## src/rtl/gpio_bank_pkg.sv

```systemverilog
package gpio_bank_pkg;
  typedef enum logic [1:0] {
    IDX_PINS   = 2'd0,
    IDX_DRIVE  = 2'd1,
    IDX_INVERT = 2'd2,
    IDX_DIR    = 2'd3
  } reg_idx_e;
endpackage

```

## src/rtl/gpio_sync.sv

```systemverilog
module gpio_sync #(
  parameter int W = 8
) (
  input  logic         clk,
  input  logic         rst_n,
  input  logic [W-1:0] pin_i,
  output logic [W-1:0] pin_s
);
  logic [W-1:0] meta_q;
  logic [W-1:0] sync_q;
  logic [1:0]   warm_cnt;
  logic         warm;

  always_ff @(posedge clk or negedge rst_n) begin
    if (!rst_n) begin
      meta_q <= '1;
      sync_q <= '1;
    end else begin
      meta_q <= pin_i;
      sync_q <= meta_q;
    end
  end

  assign pin_s = sync_q;

  // cycles since reset, saturating, used to gate the latency check
  always_ff @(posedge clk or negedge rst_n) begin
    if (!rst_n)                warm_cnt <= '0;
    else if (warm_cnt != 2'd2) warm_cnt <= warm_cnt + 2'd1;
  end
  assign warm = (warm_cnt == 2'd2);

  assert_sync_latency_R2: assert property (@(posedge clk) disable iff (!rst_n)
    warm |-> (pin_s == $past(pin_i, 2)));
endmodule

```

## src/rtl/gpio_regs.sv

```systemverilog
module gpio_regs
  import gpio_bank_pkg::*;
#(
  parameter int W = 8
) (
  input  logic         clk,
  input  logic         rst_n,
  input  logic [1:0]   reg_idx,
  input  logic         wr_en,
  input  logic [W-1:0] wr_data,
  input  logic [W-1:0] pin_s,
  output logic [W-1:0] rd_data,
  output logic [W-1:0] dir_q,
  output logic [W-1:0] pad_oe,
  output logic [W-1:0] pad_out
);
  logic [W-1:0] drive_q;
  logic [W-1:0] inv_q;
  logic         wr_drive;
  logic         wr_inv;
  logic         wr_dir;
  logic         wr_pins;

  function automatic logic [W-1:0] shown_pins(input logic [W-1:0] lvl,
                                               input logic [W-1:0] inv);
    return lvl ^ inv;
  endfunction

  function automatic logic [W-1:0] driven_value(input logic [W-1:0] drv,
                                                input logic [W-1:0] dir);
    return drv & ~dir;
  endfunction

  assign wr_drive = wr_en && (reg_idx == IDX_DRIVE);
  assign wr_inv   = wr_en && (reg_idx == IDX_INVERT);
  assign wr_dir   = wr_en && (reg_idx == IDX_DIR);
  assign wr_pins  = wr_en && (reg_idx == IDX_PINS);

  always_ff @(posedge clk or negedge rst_n) begin
    if (!rst_n) begin
      drive_q <= '1;
      inv_q   <= '0;
      dir_q   <= '1;
    end else begin
      if (wr_drive) drive_q <= wr_data;
      if (wr_inv)   inv_q   <= wr_data;
      if (wr_dir)   dir_q   <= wr_data;
    end
  end

  always_comb begin
    unique case (reg_idx)
      IDX_PINS:   rd_data = shown_pins(pin_s, inv_q);
      IDX_DRIVE:  rd_data = drive_q;
      IDX_INVERT: rd_data = inv_q;
      default:    rd_data = dir_q;
    endcase
  end

  assign pad_oe  = ~dir_q;
  assign pad_out = driven_value(drive_q, dir_q);

  assert_pin_write_ignored_R3: assert property (@(posedge clk) disable iff (!rst_n)
    wr_pins |=> $stable({drive_q, inv_q, dir_q}));

  assert_drive_write_lands_R11: assert property (@(posedge clk) disable iff (!rst_n)
    wr_drive |=> (drive_q == $past(wr_data)));

  assert_dir_sets_oe_R5: assert property (@(posedge clk) disable iff (!rst_n)
    wr_dir |=> (pad_oe == ~$past(wr_data)));
endmodule

```

## src/rtl/gpio_irq.sv

```systemverilog
module gpio_irq #(
  parameter int W = 8
) (
  input  logic         clk,
  input  logic         rst_n,
  input  logic [W-1:0] pin_s,
  input  logic [W-1:0] dir_q,
  input  logic         snap_fire,
  output logic         irq_pull
);
  logic [W-1:0] ref_q;
  logic [W-1:0] pending;

  function automatic logic [W-1:0] changed_inputs(input logic [W-1:0] lvl,
                                                  input logic [W-1:0] refv,
                                                  input logic [W-1:0] dir);
    return (lvl ^ refv) & dir;
  endfunction

  always_ff @(posedge clk or negedge rst_n) begin
    if (!rst_n)         ref_q <= '1;
    else if (snap_fire) ref_q <= pin_s;
  end

  assign pending  = changed_inputs(pin_s, ref_q, dir_q);
  assign irq_pull = |pending;

  assert_read_clears_R9: assert property (@(posedge clk) disable iff (!rst_n)
    snap_fire |=> (!irq_pull || (pin_s != $past(pin_s))));

  assert_quiet_on_match_R8: assert property (@(posedge clk) disable iff (!rst_n)
    (pin_s == ref_q) |-> !irq_pull);

  assert_outputs_silent_R7: assert property (@(posedge clk) disable iff (!rst_n)
    (dir_q == '0) |-> !irq_pull);
endmodule

```

## src/rtl/gpio_bank.sv

```systemverilog
module gpio_bank
  import gpio_bank_pkg::*;
#(
  parameter int W = 8
) (
  input  logic         clk,
  input  logic         rst_n,
  input  logic [W-1:0] pin_i,
  input  logic [1:0]   reg_idx,
  input  logic         wr_en,
  input  logic         rd_en,
  input  logic [W-1:0] wr_data,
  output logic [W-1:0] rd_data,
  output logic [W-1:0] pad_oe,
  output logic [W-1:0] pad_out,
  output logic         irq_pull
);
  logic [W-1:0] pin_s;
  logic [W-1:0] dir_q;
  logic         snap_fire;

  assign snap_fire = rd_en && (reg_idx == IDX_PINS);

  gpio_sync #(.W(W)) sync_i (
    .clk   (clk),
    .rst_n (rst_n),
    .pin_i (pin_i),
    .pin_s (pin_s)
  );

  gpio_regs #(.W(W)) regs_i (
    .clk     (clk),
    .rst_n   (rst_n),
    .reg_idx (reg_idx),
    .wr_en   (wr_en),
    .wr_data (wr_data),
    .pin_s   (pin_s),
    .rd_data (rd_data),
    .dir_q   (dir_q),
    .pad_oe  (pad_oe),
    .pad_out (pad_out)
  );

  gpio_irq #(.W(W)) irq_i (
    .clk       (clk),
    .rst_n     (rst_n),
    .pin_s     (pin_s),
    .dir_q     (dir_q),
    .snap_fire (snap_fire),
    .irq_pull  (irq_pull)
  );

  // a pad may only be driven where the direction bit marks an output
  assert_input_pads_released_R5: assert property (@(posedge clk) disable iff (!rst_n)
    ((pad_out & ~pad_oe) == '0));
endmodule

```

## config.mk

```make
export PLATFORM = sky130hd
export DESIGN_NAME = gpio_bank
export DESIGN_NICKNAME = d
export VERILOG_FILES = /design/src/rtl/gpio_bank_pkg.sv /design/src/rtl/gpio_sync.sv /design/src/rtl/gpio_regs.sv /design/src/rtl/gpio_irq.sv /design/src/rtl/gpio_bank.sv
export SDC_FILE = /design/constraint.sdc
export NUM_CORES = 1
export LEC_CHECK = 0
export ABC_AREA = 1
export BUFFER_PORTS_ARGS = -buffer_cell sky130_fd_sc_hd__buf_2
export CORE_MARGIN = 5
export CORE_UTILIZATION = 30
export DETAILED_ROUTE_END_ITERATION = 7
export REMOVE_ABC_BUFFERS = 1
export SLEW_MARGIN = 20
export SYNTH_ARGS = -nofsm -noshare
export SYNTH_HDL_FRONTEND = slang
export SYNTH_SLANG_ARGS = --single-unit
```

## constraint.sdc

```tcl
create_clock -name clk -period 2.33 [get_ports clk]
set_input_delay 0.3495 -clock clk [delete_from_list [all_inputs] [get_ports clk]]
set_output_delay 0.3495 -clock clk [all_outputs]
set_load 0.01 [all_outputs]
```

# Word-level counts from Yosys, hierarchy flattened
# Index checks and enable logic that the tools add are counted.
# W data, S select, Z words.
[word_totals]
reg_bits = 48
elab_cells = 21
out_inout_bits = 25
input_bits = 22
[classes]
n_mux = 1
bitwise = 5
reduce_logical = 6
n_eq_ne = 3
[ops]
columns = ["operator", "n"]
rows = [
  ["$pmux W8 S3", 1],
  ["$and A8 B8 Y8", 2],
  ["$xor A8 B8 Y8", 2],
  ["$not A8 Y8", 1],
  ["$reduce_or A8 Y1", 1],
  ["$eq A2 B2 Y1 const B", 2],
  ["$logic_and A1 B1 Y1", 4],
  ["$eq A2 B1 Y1 const B", 1],
  ["$logic_not A2 Y1", 1],
]

# Longest topological paths before layout
[depth]
depth_word = 3
depth_mapped = 6
mapped_depth_nobuf = 6

# Modules after synthesis
# Synthesis repeated with hierarchy kept, for this count alone.
[hier_totals]
cells_unflattened = 296
area_unflattened_um2 = 2457.4
[by_module_without_submodules]
columns = ["module", "area_each_um2", "cells_per_inst", "instances", "seq_area_each_um2"]
rows = [
  ["gpio_regs", 1545.2, 205, 1, 620.6],
  ["gpio_irq", 478.0, 72, 1, 210.2],
  ["gpio_sync", 420.4, 16, 1, 420.4],
  ["gpio_bank", 13.8, 3, 1, 0.0],
]

# Worst setup path after synthesis
# No wires, ideal clock.
[synth_timing]
path_type = "flip-flop to output port"
start = "register sync_i.sync_q[5], in the netlist sync_i.pin_s[5]"
end = "output port irq_pull"
stages_incl_launch_ff = 6
required_time_ns = 1.980
t_arrival_ns = 0.854
slack_ns = 1.126
path_cell_list = "dfstp_2 nand2_1 nand3_1 nand2_1 nor2_1 nand2_1"
[synth_via]
elab_chain_len = 3
[synth_rtl]
columns = ["item", "line_no", "rtl"]
rows = [
  ["start, declared", "gpio_sync.sv:10", "logic [W-1:0] sync_q;"],
  ["start signal, assigned", "gpio_sync.sv:20", "sync_q <= meta_q;"],
  ["$xor A8 B8 Y8", "gpio_irq.sv:17", "return (lvl ^ refv) & dir;"],
  ["$and A8 B8 Y8", "gpio_irq.sv:17", ""],
  ["$reduce_or A8 Y1", "gpio_irq.sv:26", "assign irq_pull = |pending;"],
  ["end, declared", "gpio_bank.sv:16", "output logic irq_pull"],
]
# Every way passes these cells.

# Worst setup path in the final report
[layout_timing]
start = "register sync_i.sync_q[6], in the netlist sync_i.pin_s[6]"
end = "output port irq_pull"
# Same word-level chain as after synthesis.

==> metrics.md <==
| Metric | Value |
|---|---|
| Die height | 97.4 um |
| Slowest CP cell | dfstp_2 |
| Clock skew | ~0.0048 ns |
| Post-CTS sizing | 0 |
| # fillers | approximately 760 |
| IO buf count | 46 |
| N_diodes | 0 |
| Crit path DAT | 1.36 ns |
| WL per Instance | ~12 um |
| Die area | about 9500 um2 |
| Vias | around 1800 |
| Reg2Reg Setup Slack | 1.47 ns |
| Min-delay worst type | in2async |
| Count of different cell masters after synthesis | 17 |
| Pleak | around 1.3 nW |
| Core Box Area | 7330 um2 |
| Initial DRC count | between 40 and 50 |
| Worst hold slack | about 0.11 ns |
| Critical path, cell by cell | nand2_1, nand3_1, nand2_1, nor2_1, nand2_1, buf_2 |
| CP endpoint | irq_pull |
| Post-Route Utilization | ~37% |
| Post-CTS Setup Bufs | 0 |
| Area after DPL | between 2000 and 3000 um2 |
| Status | completed |
| Fin nets | 338 |
| Yosys warns | 0 |
| Vias/cell | 4.27 |
| Crit-path max FO | 4 |
| DRC | 0 |
| Fmax | a little under 0.6 GHz |
| Max cap viols | 0 |
| Initial Utilization | about 31% |
| Netlist Area Pre-Place | around 2300 um2 |
| Die X-Extent | ~100 um |
| CTS Sinks | 48 |
| H-tree depth | 2 |
| Fin. max-slew vios | 0 |
| First-pass GRT wire length | between 8000 and 9000 um |
| Total Routing Usage GR | a little under an eighth |
| Final hold violations | 0 |
| Crit path required time | just under 2 ns |
| Max-slew headroom | 49.9% |
| Total gr overflow | 0 |
| Share of cells above drive strength 1 | a little over two fifths |
| RSZ-0062 raised after global routing | false |
| Part of the Yosys area used for sequential elements | between 50% and 60% |
| Worst R2R Start | sync_i.pin_s[0]$_DFF_PN1_ |
| Num CTS Buffers | 5 |
| Later-pin clock latency in the skew report | around 0.29 ns |
| Minimum clock period | 1.71 ns |
| Cts hold-fix bufs | 0 |
| Max Root-Sink Buffers | 2 |
| FP Rows | 31 |
| Syn Area/Cell | 8.74 um2 |
| Root buffer cell | clkbuf_8 |
| Post-DRT Antenna Nets | 0 |
| Final setup fails | 0 |
| Setup crit start kind | register |
| Top-Level Pins | 47 |
| Power density cells | 764 nW/um2 |
| Design area | 2750 um2 |
| Max incr delay on CP | 0.56 ns |
| FF-to-FF path depth | 2 |
| Number of global-route vias before repair | between 1500 and 2000 |
| Hpwl dp | roughly 3600 um |
| Max IR drop VDD | 281 uV |
| Crit. Startpoint | sync_i.pin_s[6]$_DFF_PN1_ |
| Clock transition at path regs | roughly 0.09 ns |
| First-pass DRT Iterations | 4 |
| Period utilization | roughly three quarters |
| GP Congestion | 0.733 |
| Final wirelength | between 5000 and 6000 um |
| Worst Setup End Kind | primary output |
| Synth Register Bits | 48 |
| P&R area growth vs syn | 19.9% |
| Largest net degree at the start of global routing | 36 |
| Worst slew pin tran | ~0.75 ns |
| Initial antenna violation count | 0 |
| Setup_tns | 0 ns |
| Reg2reg end | irq_i.ref_q[0]$_DFFE_PN1P_ |
| Crit-path most repeated cell | nand2_1 |
| CTS tree | built |
| Critical path class | reg2out |
| Cells after Synth | approximately 260 |
## state kept, by name, summed over array words and instances, names as in the netlist
signal	flops
regs_i.drive_q	8
irq_i.ref_q	8
sync_i.meta_q	8
sync_i.pin_s	8
regs_i.inv_q	8
regs_i.dir_q	8
## through the flow
step / std cells / setup slack [ns] / total power [W]
after floorplan: 258 / 1.13 / 0.00136
final: 415 / 0.624 / 0.00210
after CTS: 415 / 0.611 / 0.00213
after global placement: 408 / 0.780 / 0.00153
after detailed placement: 408 / 0.750 / 0.00154
after global routing: 415 / 0.512 / 0.00224
## cells in the mapped netlist
cell	number	area, um2
buf_2	1	5.00
buf_6	3	33.8
dfrtp_1	8	200
dfstp_2	40	1050
inv_1	40	150
inv_2	3	11.3
nand2_1	84	315
nand2_2	3	18.8
nand2_4	3	33.8
nand3_1	16	80.1
nand4_1	8	50.1
nor2_1	10	37.5
nor2_4	3	33.8
o21ai_0	6	30.0
o21ai_1	10	50.1
o21ai_2	16	140
or2_2	8	50.1
## worst min path at each step
| stage | slack [ns] | endpoint | startpoint | cells past startpoint |
|---|---|---|---|---|
| final | 0.11 | regs_i.inv_q[4]$_DFFE_PN0P_ | rst_n | 1 |
| after global placement | 0.35 | sync_i.pin_s[6]$_DFF_PN1_ | sync_i.meta_q[6]$_DFF_PN1_ | 0 |
| after floorplan | 0.05 | regs_i.inv_q[0]$_DFFE_PN0P_ | rst_n | 0 |
| after CTS | 0.13 | sync_i.meta_q[7]$_DFF_PN1_ | pin_i[7] | 1 |
| after detailed placement | 0.35 | sync_i.pin_s[7]$_DFF_PN1_ | sync_i.meta_q[7]$_DFF_PN1_ | 0 |
| after global routing | 0.13 | sync_i.meta_q[5]$_DFF_PN1_ | pin_i[5] | 1 |
## kinds of logic after synthesis
logic type	count (synthesis)	share of synthesized area (%)
AO/OA/AOI/OAI	32	9.61
buffers and inverters	47	8.74
flip-flops	48	54.6
AND/OR/NAND/NOR	135	27.0
## cell type report
class / instances / area, um2 / area share [%]
tap: 99 / 124 / 4.51
multi-input combinational: 167 / 840 / 30.6
clock inverter: 1 / 30.0 / 1.09
clock buffer: 6 / 72.6 / 2.64
sequential: 48 / 1250 / 45.6
inverter: 43 / 161 / 5.88
timing repair buffer: 51 / 268 / 9.75
## cell usage in the layout, fill, tap and decap left out, drive strengths merged
master	n
or2	8
nand4	8
dfstp	40
buf	51
nand2	90
nor2	13
inv	43
dfrtp	8
clkbuf	6
nand3	16
o21ai	32
bufinv	1
## metal layers
layer,part of all wire [%],up-vias,global-route usage [%]
met1,48,809,15.7
met4,0.72,0,2.24
met3,6.6,4,3.52
li1,-,916,-
met2,45,43,17.6
met5,0,-,0
## power by group
group	leakage (nW)	internal [W]	switching, W
sequential	0.519	0.000999	0.0000966
clock	0.0513	0.000315	0.000264
combinational	0.776	0.000183	0.000242
## worst max-delay path: cells and delay by family, from the launching register on
| family | cells | cell delay [ns] |
|---|---|---|
| buffers and inverters | 1 | 0.14 |
| AND/OR/NAND/NOR | 5 | 0.36 |
| flip-flops | 1 | 0.56 |
(Power assumes the default switching activity.)
